===== src/rtl/sram_wr_pkg.sv =====
package sram_wr_pkg;

    typedef enum logic [1:0] {
        PH_IDLE    = 2'd0,
        PH_STROBE  = 2'd1,
        PH_RELEASE = 2'd2
    } phase_e;

    // Minimum time in picoseconds to whole clock cycles, rounded up.
    function automatic int ps_to_cycles(input int t_ps, input int clk_ps);
        return (t_ps + clk_ps - 1) / clk_ps;
    endfunction

    function automatic int imax(input int a, input int b);
        return (a > b) ? a : b;
    endfunction

endpackage


===== src/rtl/sram_wr_phase.sv =====
module sram_wr_phase
    import sram_wr_pkg::*;
#(
    parameter int N_LOW = 20,
    parameter int N_REC = 5,
    parameter int CNT_W = 5
) (
    input  logic             clk,
    input  logic             rst_n,
    input  logic             start,
    output phase_e           phase_d,
    output phase_e           phase_q,
    output logic [CNT_W-1:0] cnt_d,
    output logic [CNT_W-1:0] cnt_q,
    output logic             idle
);

    localparam logic [CNT_W-1:0] LOW_LAST = CNT_W'(N_LOW - 1);
    localparam logic [CNT_W-1:0] REC_LAST = CNT_W'(N_REC - 1);

    typedef struct packed {
        phase_e           ph;
        logic [CNT_W-1:0] cnt;
    } seq_t;

    seq_t seq_d, seq_q;

    always_comb begin
        seq_d = seq_q;
        unique case (seq_q.ph)
            PH_IDLE: begin
                seq_d.cnt = '0;
                if (start) begin
                    seq_d.ph = PH_STROBE;
                end
            end
            PH_STROBE: begin
                if (seq_q.cnt == LOW_LAST) begin
                    seq_d.ph  = PH_RELEASE;
                    seq_d.cnt = '0;
                end else begin
                    seq_d.cnt = seq_q.cnt + 1'b1;
                end
            end
            PH_RELEASE: begin
                if (seq_q.cnt == REC_LAST) begin
                    seq_d.ph  = PH_IDLE;
                    seq_d.cnt = '0;
                end else begin
                    seq_d.cnt = seq_q.cnt + 1'b1;
                end
            end
            default: begin
                seq_d.ph  = PH_IDLE;
                seq_d.cnt = '0;
            end
        endcase
    end

    always_ff @(posedge clk or negedge rst_n) begin
        if (!rst_n) begin
            seq_q <= '{ph: PH_IDLE, cnt: '0};
        end else begin
            seq_q <= seq_d;
        end
    end

    assign phase_d = seq_d.ph;
    assign phase_q = seq_q.ph;
    assign cnt_d   = seq_d.cnt;
    assign cnt_q   = seq_q.cnt;
    assign idle    = (seq_q.ph == PH_IDLE);

endmodule


===== src/rtl/sram_wr_capture.sv =====
module sram_wr_capture #(
    parameter int ADDR_W = 17,
    parameter int DATA_W = 16,
    parameter int LANES  = 2
) (
    input  logic              clk,
    input  logic              rst_n,
    input  logic              load,
    input  logic [ADDR_W-1:0] addr_i,
    input  logic [DATA_W-1:0] data_i,
    input  logic [LANES-1:0]  be_i,
    output logic [ADDR_W-1:0] addr_q,
    output logic [DATA_W-1:0] data_q,
    output logic [LANES-1:0]  be_d,
    output logic [LANES-1:0]  be_q
);

    typedef struct packed {
        logic [ADDR_W-1:0] addr;
        logic [DATA_W-1:0] data;
        logic [LANES-1:0]  be;
    } cap_t;

    cap_t cap_d, cap_q;

    always_comb begin
        cap_d = cap_q;
        if (load) begin
            cap_d.addr = addr_i;
            cap_d.data = data_i;
            cap_d.be   = be_i;
        end
    end

    always_ff @(posedge clk or negedge rst_n) begin
        if (!rst_n) begin
            cap_q <= '0;
        end else begin
            cap_q <= cap_d;
        end
    end

    assign addr_q = cap_q.addr;
    assign data_q = cap_q.data;
    assign be_d   = cap_d.be;
    assign be_q   = cap_q.be;

endmodule


===== src/rtl/sram_wr_pins.sv =====
module sram_wr_pins
    import sram_wr_pkg::*;
#(
    parameter int LANES = 2,
    parameter int CNT_W = 5,
    parameter int N_HZ  = 10
) (
    input  logic             clk,
    input  logic             rst_n,
    input  phase_e           phase_d,
    input  logic [CNT_W-1:0] cnt_d,
    input  logic [LANES-1:0] be_d,
    output logic             cs_n,
    output logic             cs,
    output logic             wr_n,
    output logic [LANES-1:0] lane_n,
    output logic             dq_oe
);

    localparam logic [CNT_W-1:0] HZ_CNT = CNT_W'(N_HZ);

    typedef struct packed {
        logic             cs_n;
        logic             cs;
        logic             wr_n;
        logic [LANES-1:0] lane_n;
        logic             dq_oe;
    } pin_t;

    pin_t pin_d, pin_q;
    logic             busy_d;
    logic [LANES-1:0] lane_n_d;

    assign busy_d = (phase_d != PH_IDLE);

    for (genvar g = 0; g < LANES; g++) begin : g_lane
        assign lane_n_d[g] = !(busy_d && be_d[g]);
    end

    always_comb begin
        pin_d        = pin_q;
        pin_d.cs_n   = !busy_d;
        pin_d.cs     = busy_d;
        pin_d.wr_n   = (phase_d != PH_STROBE);
        pin_d.lane_n = lane_n_d;
        pin_d.dq_oe  = (phase_d == PH_STROBE) && (cnt_d >= HZ_CNT);
    end

    always_ff @(posedge clk or negedge rst_n) begin
        if (!rst_n) begin
            pin_q <= '{cs_n: 1'b1, cs: 1'b0, wr_n: 1'b1,
                       lane_n: '1, dq_oe: 1'b0};
        end else begin
            pin_q <= pin_d;
        end
    end

    assign cs_n   = pin_q.cs_n;
    assign cs     = pin_q.cs;
    assign wr_n   = pin_q.wr_n;
    assign lane_n = pin_q.lane_n;
    assign dq_oe  = pin_q.dq_oe;

endmodule


===== src/rtl/sram_wr_seq.sv =====
module sram_wr_seq
    import sram_wr_pkg::*;
#(
    parameter int ADDR_W   = 17,
    parameter int DATA_W   = 16,
    parameter int CLK_PS   = 4000,
    parameter int T_WC_PS  = 55000,
    parameter int T_SCE_PS = 50000,
    parameter int T_AW_PS  = 50000,
    parameter int T_PWB_PS = 45000,
    parameter int T_PWE_PS = 45000,
    parameter int T_SD_PS  = 25000,
    parameter int T_HZ_PS  = 30000
) (
    input  logic                clk,
    input  logic                rst_n,
    input  logic                req_valid,
    output logic                req_ready,
    input  logic [ADDR_W-1:0]   req_addr,
    input  logic [DATA_W-1:0]   req_data,
    input  logic [DATA_W/8-1:0] req_be,
    output logic [ADDR_W-1:0]   mem_addr,
    output logic                mem_cs_n,
    output logic                mem_cs,
    output logic                mem_wr_n,
    output logic [DATA_W/8-1:0] mem_lane_n,
    output logic [DATA_W-1:0]   mem_dout,
    output logic                mem_dq_oe
);

    localparam int LANES = DATA_W / 8;
    localparam int N_WC  = ps_to_cycles(T_WC_PS,  CLK_PS);
    localparam int N_SCE = ps_to_cycles(T_SCE_PS, CLK_PS);
    localparam int N_AW  = ps_to_cycles(T_AW_PS,  CLK_PS);
    localparam int N_PWB = ps_to_cycles(T_PWB_PS, CLK_PS);
    localparam int N_PWE = ps_to_cycles(T_PWE_PS, CLK_PS);
    localparam int N_SD  = ps_to_cycles(T_SD_PS,  CLK_PS);
    localparam int N_HZ  = ps_to_cycles(T_HZ_PS,  CLK_PS);
    localparam int N_LOW = imax(imax(imax(N_PWE, N_AW), imax(N_SCE, N_PWB)),
                                imax(N_HZ + N_SD, 1));
    localparam int N_REC = imax(1, N_WC - N_LOW);
    localparam int CNT_W = $clog2(imax(N_LOW, N_REC) + 1);

    phase_e           phase_d, phase_q;
    logic [CNT_W-1:0] cnt_d, cnt_q;
    logic             idle;
    logic             start;
    logic [LANES-1:0] be_d, be_q;

    assign req_ready = idle;
    assign start     = req_valid && idle;

    sram_wr_phase #(
        .N_LOW (N_LOW),
        .N_REC (N_REC),
        .CNT_W (CNT_W)
    ) u_phase (
        .clk     (clk),
        .rst_n   (rst_n),
        .start   (start),
        .phase_d (phase_d),
        .phase_q (phase_q),
        .cnt_d   (cnt_d),
        .cnt_q   (cnt_q),
        .idle    (idle)
    );

    sram_wr_capture #(
        .ADDR_W (ADDR_W),
        .DATA_W (DATA_W),
        .LANES  (LANES)
    ) u_capture (
        .clk    (clk),
        .rst_n  (rst_n),
        .load   (start),
        .addr_i (req_addr),
        .data_i (req_data),
        .be_i   (req_be),
        .addr_q (mem_addr),
        .data_q (mem_dout),
        .be_d   (be_d),
        .be_q   (be_q)
    );

    sram_wr_pins #(
        .LANES (LANES),
        .CNT_W (CNT_W),
        .N_HZ  (N_HZ)
    ) u_pins (
        .clk     (clk),
        .rst_n   (rst_n),
        .phase_d (phase_d),
        .cnt_d   (cnt_d),
        .be_d    (be_d),
        .cs_n    (mem_cs_n),
        .cs      (mem_cs),
        .wr_n    (mem_wr_n),
        .lane_n  (mem_lane_n),
        .dq_oe   (mem_dq_oe)
    );

endmodule


===== config.mk =====
export PLATFORM = sky130hd
export DESIGN_NAME = sram_wr_seq
export DESIGN_NICKNAME = d
export VERILOG_FILES = /design/src/rtl/sram_wr_pkg.sv /design/src/rtl/sram_wr_phase.sv /design/src/rtl/sram_wr_capture.sv /design/src/rtl/sram_wr_pins.sv /design/src/rtl/sram_wr_seq.sv
export SDC_FILE = /design/constraint.sdc
export NUM_CORES = 1
export LEC_CHECK = 0
export CORE_UTILIZATION = 28
export CTS_CLUSTER_SIZE = 30
export DETAILED_ROUTE_END_ITERATION = 8
export PLACE_DENSITY = 0.57
export SYNTH_ARGS = -nofsm -noshare
export SYNTH_HDL_FRONTEND = slang
export SYNTH_SLANG_ARGS = --single-unit
export TNS_END_PERCENT = 50

===== constraint.sdc =====
create_clock -name clk -period 4.3 [get_ports clk]
set_input_delay 0.86 -clock clk [delete_from_list [all_inputs] [get_ports clk]]
set_output_delay 0.86 -clock clk [all_outputs]
set_load 0.02 [all_outputs]

==> results.py <==
metrics = {
    "status": {
        "outcome": "complete, no violations",
    },
    "clock_tree": {
        "cts.clk_slew.worst_paths_ns": 0.09,
        "htreeDepth": 2,
        "cts_buffer_depth": 2,
        "cts_sinks": 47,
        "post_cts_buffers": 0,
        "post_cts_resized": 0,
        "worstSkewPairLatency_ns": 0.30,
        "cts_hold_buf": 0,
        "cts_tree": "done",
        "cts_made_buffers": 5,
        "cts_root_buf": "clkbuf_8",
    },
    "floorplanning": {
        "fp.dieArea_sq_um": 6900,
        "die_w_microns": 83.1,
        "die_h_microns": 83.1,
        "ios": 78,
        "initial_utilization_pct": 29.0,
        "rows": 29,
        "design.core.area_sq_um": 6350,
    },
    "sta": {
        "fin_tns_setup_ns": 0,
        "timing.fmax_mhz": 423,
        "setup_viol": 0,
        "fin_crit_sh_pct": 55.0,
        "rsz0062_at_grt": "false",
        "final-hold-violation-count": 0,
        "finalMaxSlewViolations": 0,
        "final.setup_skew_ns": 0.00614,
        "tightestPinTransition_ns": 0.466,
        "max_slew_margin_pct": 68.9,
        "setup_slack_ns": 1.93,
        "fin_crit_ns": 2.37,
    },
    "logic_synthesis": {
        "ys_seq_area_share_pct": 64.2,
        "yosysWarnings": 0,
        "synth_edf_count": 0,
        "syn_nets": 160,
        "synth_area_sq_um": 1840,
        "synthArstFlopShare_pct": 100,
        "ys_types": 27,
        "syn_avg_cell_area_sq_um": 15.5,
        "synth.area.top_cells": "dfrtp_1 (58%), mux2_2 (20%), dfstp_2 (5.7%), ha_1 (2.0%), buf_6 (1.8%)",
        "synth_flop_cell": "dfrtp_1",
        "netlist_instances": 119,
        "ys_top_cells_by_count": "dfrtp_1 (43), mux2_2 (33), dfstp_2 (4), inv_1 (4)",
        "netlist.area_leader.share_pct": 58.5,
        "ys_ff_latch": 47,
        "synth_top_area_cell": "dfrtp_1",
        "synth_most_common_cell": "dfrtp_1",
    },
    "global_routing": {
        "antenna_found_initial": 0,
        "grt_pass1_vias": 1290,
        "grt_start_max_net_pins": 36,
        "grt_pass1_wl_microns": 6400,
        "overflow": 0,
        "grt_use_total_pct": 11.5,
    },
    "power_and_ir_drop": {
        "p_leak_nw": 1.19,
        "cellPowerDensity_nw_per_um2": 770,
        "peakVddDrop_mv": 0.310,
    },
    "placement": {
        "placed_area_sq_um": 2680,
        "pre_cts_slack_ns": 1.81,
        "io_buffers": 77,
        "gp_congestion": 0.714,
        "hpwl_microns": 2560,
        "dp.cells": 271,
    },
    "critical_path": {
        "setup.worst_path.class": "reg2out",
        "end_kind": "primary output",
        "start_kind": "register",
        "crit_arrival_ns": 1.51,
        "crit_fanout": 7,
        "cp.required_ns": 3.44,
        "rr_worst_depth": 4,
    },
    "run": {
        "drv_cap": 0,
    },
    "final_layout": {
        "area_delta_synth_final_pct": 53.0,
        "instances_no_fill": 279,
        "fin_nets": 242,
        "drive_gt1_share_pct": 24.3,
        "antennaDiodeCount": 0,
        "design_area_sq_um": 2820,
    },
    "drt": {
        "ant_nets": 0,
        "viasPerCell": 4.46,
        "first_pass_iters": 2,
        "vias": 1244,
        "drc": 0,
        "wl_microns": 3540,
        "initialDrtViolationCount": 14,
        "routedWlPerCell_microns": 12.7,
    },
    "min_path": {
        "hold_path.class": "in2async",
    },
}
-- placed cells by master (no fill, tap or decap) --
cell type	netlist	final
buf_4	0	2
dfrtp_1	43	43
a211oi_1	1	1
mux2_2	33	33
o2bb2ai_1	1	1
inv_1	4	4
bufinv_16	0	2
nor2_1	3	3
nor3b_1	1	1
nand2b_1	2	2
clkdlybuf4s50_1	0	76
ha_1	3	3
o21bai_1	1	1
nor2b_1	2	2
o21ai_0	1	1
xor2_1	1	1
dfstp_2	4	4
mux2_1	2	2
and3_1	1	1
a311oi_1	1	1
nand2_1	3	3
xnor2_1	1	1
clkbuf_8	0	5
o22a_1	1	1
a31oi_1	1	1
clkinvlp_4	0	1
buf_2	0	1
nand3_1	1	1
nor3b_4	1	1
a21o_1	2	2
o21ai_1	1	1
-- where the power goes --
| group | internal [mW] | switching (mW) | total, mW |
|---|---|---|---|
| sequential | 0.666 | 0.121 | 0.787 |
| combinational | 0.550 | 0.449 | 0.999 |
| clock | 0.232 | 0.150 | 0.382 |
-- sequential cells by signal (all words and copies together), names as in the netlist --
name	count
u_capture.addr_q	17
u_capture.be_q	2
u_capture.data_q	16
u_phase.cnt_q	4
u_phase.phase_q	2
u_pins.cs	1
u_pins.cs_n	1
u_pins.dq_oe	1
u_pins.lane_n	2
u_pins.wr_n	1
-- metal layers --
layer	global-route usage (%)	share of wire [%]
met1	16.4	49
met2	17.0	44
met3	3.78	6.6
met4	2.82	1.1
met5	0	0
-- metrics by stage --
stage          hold slack, ns  util [%]  power (mW)
3_5_place_dp            0.484      42.2        1.81
6_report                0.472      44.4        2.17
4_1_cts                 0.483      44.4        2.20
2_1_floorplan           0.472         -        1.35
3_3_place_gp            0.470      42.2        1.80
5_1_grt                 0.497      44.4        2.30
-- final timing paths --
| check | start | end | slack, ns |
|---|---|---|---|
| worst min-delay path | rst_n | u_capture.addr_q[14]$_DFFE_PN0P_ | 0.47 |
| worst max-delay path | u_phase.phase_q[0]$_DFF_PN0_ | req_ready | 1.93 |
| max in group asynchronous | rst_n | u_pins.lane_n[0]$_DFF_PN1_ | 3.06 |
| worst min register to register | u_capture.data_q[9]$_DFFE_PN0P_ | u_capture.data_q[9]$_DFFE_PN0P_ | 0.50 |
| min in group clk | u_capture.data_q[9]$_DFFE_PN0P_ | u_capture.data_q[9]$_DFFE_PN0P_ | 0.50 |
| worst max register to register | u_phase.phase_q[0]$_DFF_PN0_ | u_pins.lane_n[0]$_DFF_PN1_ | 2.66 |
-- critical path, stage by stage, from the launching register on --
cell and delay (ns):
dfrtp_1 0.47, nor2_1 0.14, clkdlybuf4s50_1 0.61
-- cell type report --
class                   instances  area [sq um]
clock inverters                 3          67.6
clock buffers                   5          68.8
inverters                       4          15.0
multi-input cells              64           607
flip-flops and latches         47          1180
well taps                      77          96.3
fillers                       580          3530
repair buffers                 79           781
-- logic make-up (layout without fill, tap and decap cells) --
| family | count (synthesis) | count (layout) | share of synthesized area (%) |
|---|---|---|---|
| xor gates and xnor gates | 2 | 2 | 0.952 |
| muxes | 35 | 35 | 21.4 |
| adders and majority gates | 3 | 3 | 2.04 |
| buffers and inverters | 8 | 91 | 2.85 |
| DFF | 47 | 47 | 64.2 |
| and+or+nand+nor | 14 | 14 | 4.62 |
| AOI/OAI and AO/OA | 10 | 10 | 3.94 |
(Power assumes the default switching activity.)
